## config.mk

```make
export PLATFORM = sky130hd
export DESIGN_NAME = t1_oh_rx_deser
export DESIGN_NICKNAME = d
export VERILOG_FILES = /design/src/rtl/t1_oh_rx_deser.sv
export SDC_FILE = /design/constraint.sdc
export NUM_CORES = 1
export LEC_CHECK = 0
export BUFFER_PORTS_ARGS = -buffer_cell sky130_fd_sc_hd__buf_2
export CORE_ASPECT_RATIO = 1.25
export CORE_MARGIN = 3
export CORE_UTILIZATION = 56
export CTS_BUF_LIST = sky130_fd_sc_hd__clkbuf_8
export DETAILED_ROUTE_END_ITERATION = 16
export PLACE_DENSITY = 0.87
export SLEW_MARGIN = 20
export SYNTH_ARGS = -nofsm -noshare
export SYNTH_HDL_FRONTEND = slang
export SYNTH_SLANG_ARGS = --single-unit
```

## constraint.sdc

```tcl
create_clock -name clk -period 2.15 [get_ports clk]
set_clock_uncertainty 0.2 [all_clocks]
set_input_delay 0.43 -clock clk [delete_from_list [all_inputs] [get_ports clk]]
set_output_delay 0.43 -clock clk [all_outputs]
set_load 0.02 [all_outputs]
```

## src/rtl/t1_oh_rx_deser.sv

```systemverilog
module t1_oh_rx_deser #(
  parameter int BYTE_W  = 8,
  parameter int D4_W    = 6,
  parameter bit HAS_OVR = 1'b1
) (
  input  logic              clk,
  input  logic              rst_n,
  input  logic              d4_mode,
  input  logic              rx_bit,
  input  logic              bit_strobe,
  input  logic              mf_boundary,
  input  logic              clr_full,
  input  logic              clr_ovr,
  input  logic              irq_en,
  output logic [BYTE_W-1:0] rx_data,
  output logic              full_flag,
  output logic              ovr_flag,
  output logic              irq_n
);
  localparam int CNT_W = $clog2(BYTE_W);
  localparam logic [BYTE_W-1:0] D4_MASK = (BYTE_W'(1) << D4_W) - BYTE_W'(1);

  logic [BYTE_W-1:0] sh, sh_nxt;
  logic [CNT_W-1:0]  cnt;
  logic              mode_q, mode_chg, cap;

  assign mode_chg = d4_mode != mode_q;
  assign cap = !mode_chg &&
               (d4_mode ? mf_boundary
                        : (bit_strobe && cnt == CNT_W'(BYTE_W-1)));

  always_comb begin
    sh_nxt = sh;
    if (bit_strobe) begin
      sh_nxt = sh >> 1;
      if (d4_mode) sh_nxt[D4_W-1]   = rx_bit;
      else         sh_nxt[BYTE_W-1] = rx_bit;
    end
  end

  always_ff @(posedge clk or negedge rst_n) begin
    if (!rst_n) begin
      sh      <= '0;
      cnt     <= '0;
      mode_q  <= 1'b0;
      rx_data <= '0;
    end else begin
      mode_q <= d4_mode;
      if (mode_chg) begin
        sh  <= '0;
        cnt <= '0;
      end else begin
        sh <= sh_nxt;
        if (bit_strobe && !d4_mode) cnt <= cnt + 1'b1;
        if (cap) rx_data <= d4_mode ? (sh_nxt & D4_MASK) : sh_nxt;
      end
    end
  end

  always_ff @(posedge clk or negedge rst_n) begin
    if (!rst_n)        full_flag <= 1'b0;
    else if (cap)      full_flag <= 1'b1;
    else if (clr_full) full_flag <= 1'b0;
  end

  generate
    if (HAS_OVR) begin : g_ovr
      always_ff @(posedge clk or negedge rst_n) begin
        if (!rst_n)                              ovr_flag <= 1'b0;
        else if (cap && full_flag && !clr_full)  ovr_flag <= 1'b1;
        else if (clr_ovr)                        ovr_flag <= 1'b0;
      end

      p_ovr_set_r6: assert property (@(posedge clk) disable iff (!rst_n)
        cap && full_flag && !clr_full |=> ovr_flag);
      p_ovr_sticky_r6: assert property (@(posedge clk) disable iff (!rst_n)
        ovr_flag && !clr_ovr |=> ovr_flag);
    end else begin : g_no_ovr
      assign ovr_flag = 1'b0;
    end
  endgenerate

  assign irq_n = !(full_flag && irq_en);

  p_full_set_r2: assert property (@(posedge clk) disable iff (!rst_n)
    cap |=> full_flag);
  p_clear_r7: assert property (@(posedge clk) disable iff (!rst_n)
    clr_full && !cap |=> !full_flag);
  p_irq_quiet_r4: assert property (@(posedge clk) disable iff (!rst_n)
    !full_flag |-> irq_n);
  p_d4_top_zero_r5: assert property (@(posedge clk) disable iff (!rst_n)
    d4_mode && mf_boundary && !mode_chg |=> rx_data[BYTE_W-1:D4_W] == '0);
  p_hold_r8: assert property (@(posedge clk) disable iff (!rst_n)
    !cap |=> $stable(rx_data));
  p_esf_ignore_mf_r5: assert property (@(posedge clk) disable iff (!rst_n)
    !d4_mode && !bit_strobe |=> $stable(rx_data) && $stable(full_flag) || !full_flag);
  p_mode_chg_r9: assert property (@(posedge clk) disable iff (!rst_n)
    mode_chg |=> $stable(rx_data));
endmodule

```

==> results by group <==
Global routing
  – Global-route wire length before repair: 2980 um
  – Grt ovf: 0
  – Largest net degree at the start of global routing: 23
  – Antenna violations before repair: 0
  – GRT Total Usage: 0.170
  – Vias in the first global route: 701

Routing
  – TritonRoute pass-1 iters: 4
  – WL/cell: 14.3 um
  – Met2 WL: 860 um
  – Vias per cell: 5.53
  – Routed met3 length: 81 um
  – Top sig layer: met4
  – ANT nets after route: 0
  – # DRC: 0
  – Total number of vias: 708
  – DRT met1 WL: 839 um
  – Routed wire length: 1830 um
  – DRT iter0 DRCs: 8

Critical path
  – Kind of critical path: reg2reg
  – CP arrival: 1.78 ns
  – Reg2reg start: cnt[0]
  – Worst reg2reg path depth: 6
  – Setup crit end kind: flop
  – CP startpoint kind: flop
  – R2r endpoint: rx_data[4]
  – CP Launch Point: cnt[0]
  – Crit Path Max Fanout: 7
  – Worst Path Required: 2.12 ns
  – R2R setup slack: 0.34 ns

Power and ir drop
  – Cell Pwr Density: 670 nW/um2
  – Total power: 802 uW
  – Static Leak: 0.000664 uW
  – Maximum VDD drop: 510 uV

Yosys
  – Compound-gate portion of the synthesized area: 0.120
  – Post-Synth XOR/XNOR Area: 0.0341
  – Synth top area share: 0.518
  – Yosys cell types: 26
  – Synth Cell Area: 1060 um2
  – Area leader, netlist: dfrtp_1
  – Synth async-reset ratio: 1.00
  – Post-synthesis mux area share: 0.146
  – Largest cells by area after synthesis: dfrtp_1 52%, mux2i_1 13%, inv_1 3.2%
  – Mapped Cells: 90
  – Syn avg cell area: 11.8 um2
  – Dominant synthesized flop cell: dfrtp_1
  – Post-synth EDFFs: 0
  – FF+latch count, synth: 22
  – Sequential share of the synthesized area: 0.518
  – Adder-cell area share of the yosys netlist: 0.0235
  – Combinational family with the most area after synthesis: multiplexers
  – Simple-gate share of the synthesized area: 0.0859
  – Synthesized Nets: 101
  – YS warnings: 0

Floorplan
  – Die X: 45.0 um
  – Core area: 1790 um2
  – Boundary Pins: 20
  – Die area: 2460 um2
  – Cell Rows: 17
  – Die outline height: 54.7 um
  – Initial core utilization: 0.595

STA
  – Min cycle time layout: 1.81 ns
  – Worst slew pin tran: 0.474 ns
  – Achievable Freq: 0.553 GHz
  – Tcrit/Tclk final: 0.841
  – Post-Route Setup TNS: 0 ns
  – Max_slew headroom: 0.684
  – Final setup vio count: 0
  – Hold Fails Final Rpt: 0
  – RSZ-0062 raised after global routing: no
  – Final Max Slew Viols: 0

Clocking
  – Root buffer selected by CTS: clkbuf_8
  – CTS buffer count: 3
  – CTS tree: yes
  – Max H-tree Level: 1
  – Clock latency on the worst-skew pair: 0.25 ns
  – Postcts setup bufs: 0
  – Clk sinks: 22
  – Reg clk slew, reported paths: 0.07 ns
  – CTS Buffer Depth: 2

Min path
  – Hold path startpoint: clr_ovr
  – Hold Path Class: in2reg
  – Hold endpoint: ovr_flag
  – Hold path cells: 2

Final layout
  – Final Cell Area: 1200 um2
  – Layout cells sized above 1: 0.257
  – Final core utilization: 0.670
  – Area of the multi-input gates: 435 um2
  – Antenna diodes: 0
  – Fill cells: 145
  – # nets final: 122
  – FF/Latch Area: 551 um2
  – Area growth syn-to-layout: 12.6%

Placement
  – DP HPWL: 1380 um
  – Gpl congestion: 0.804
  – Placed instance area: 1150 um2
  – PortBufs: 19

Run status
  – Status: finished clean

Job
  – Total of max-cap violations: 0
## synthesized netlist by cell type, types with 2 or more instances
master,number
a211oi_1,2
a21oi_1,2
buf_2,2
buf_6,3
dfrtp_1,22
ha_1,2
inv_1,9
mux2i_1,14
nand2_1,4
nand3_1,3
nor2_1,7
nor2b_1,2
o211a_1,3
o21ai_0,3
## worst max-delay path, cell delays in order (launching register included)
cell and delay (ns):
dfrtp_1 0.41, ha_1 0.21, ha_1 0.22, nand2_1 0.12, o21ba_1 0.17, buf_4 0.18
mux2i_1 0.22
## final cells by class
type                       instances  area share
timing repair buffer              21      0.0940
sequential                        22       0.460
inverter                           9      0.0282
clock buffer                       3      0.0345
multi-input combinational         54       0.364
tap                               19      0.0199
## cell families (layout without fill, tap and decap cells)
logic type,count (synthesis),in the layout
AOI/OAI and AO/OA,16,16
xor gates and xnor gates,2,2
adders and majority gates,2,2
buffers and inverters,14,33
DFF,22,22
muxes,15,15
and+or+nand+nor,19,19
## flip-flops by register name (all words and copies together) (netlist names)
signal	flops
ovr_flag	1
mode_q	1
rx_data	8
cnt	3
full_flag	1
sh	8
## report_power, final
part | switching [uW] | internal (uW)
sequential | 15.3 | 434
clock | 115 | 125
combinational | 67.4 | 46.0
## stage by stage
| stage | worst slack, ns | hold slack [ns] | instances |
|---|---|---|---|
| floorplan | 0.385 | -0.0656 | 90 |
| global placement | 0.341 | 0.206 | 124 |
| detailed placement | 0.339 | 0.208 | 124 |
| CTS | 0.327 | 0.162 | 128 |
| global route | 0.232 | 0.170 | 128 |
| finish | 0.343 | 0.168 | 128 |
## metal layers
metal,global-route usage,vias up
met3,0.0329,7
met1,0.224,335
li1,-,346
met2,0.257,20
met4,0.0976,0
met5,0,-
## timing repair
action                                 in CTS  in global routing
hold buffers                                1                  0
endpoints found under the hold margin      22                  0
gates resized for setup                     0                  0
## worst max path at each step
stage                      end  slack (ns)  depth (start not counted)
floorplan           rx_data[5]        0.38                          6
global placement    rx_data[6]        0.34                          4
detailed placement  rx_data[6]        0.34                          4
CTS                 rx_data[4]        0.33                          6
global route        rx_data[4]        0.23                          6
finish              rx_data[4]        0.34                          6
## cells in the final DEF, fill, tap and decap left out
cell           instances
or2_4                  1
dfrtp_1               22
xor2_4                 1
o22ai_1                1
dlygate4sd3_1          1
nand3_1                3
o32ai_1                1
a2111oi_2              1
mux2i_1               14
nor2b_1                2
o211a_1                3
xnor2_1                1
a211o_1                1
o21ba_1                1
buf_2                 19
ha_1                   2
nand2_1                4
a211oi_1               2
and3_2                 1
nor2_1                 7
o31a_1                 1
o21ai_0                3
nand2b_1               1
inv_1                  9
a21oi_1                2
clkbuf_8               3
buf_4                  1
mux2_4                 1
(Power assumes the default switching activity.)
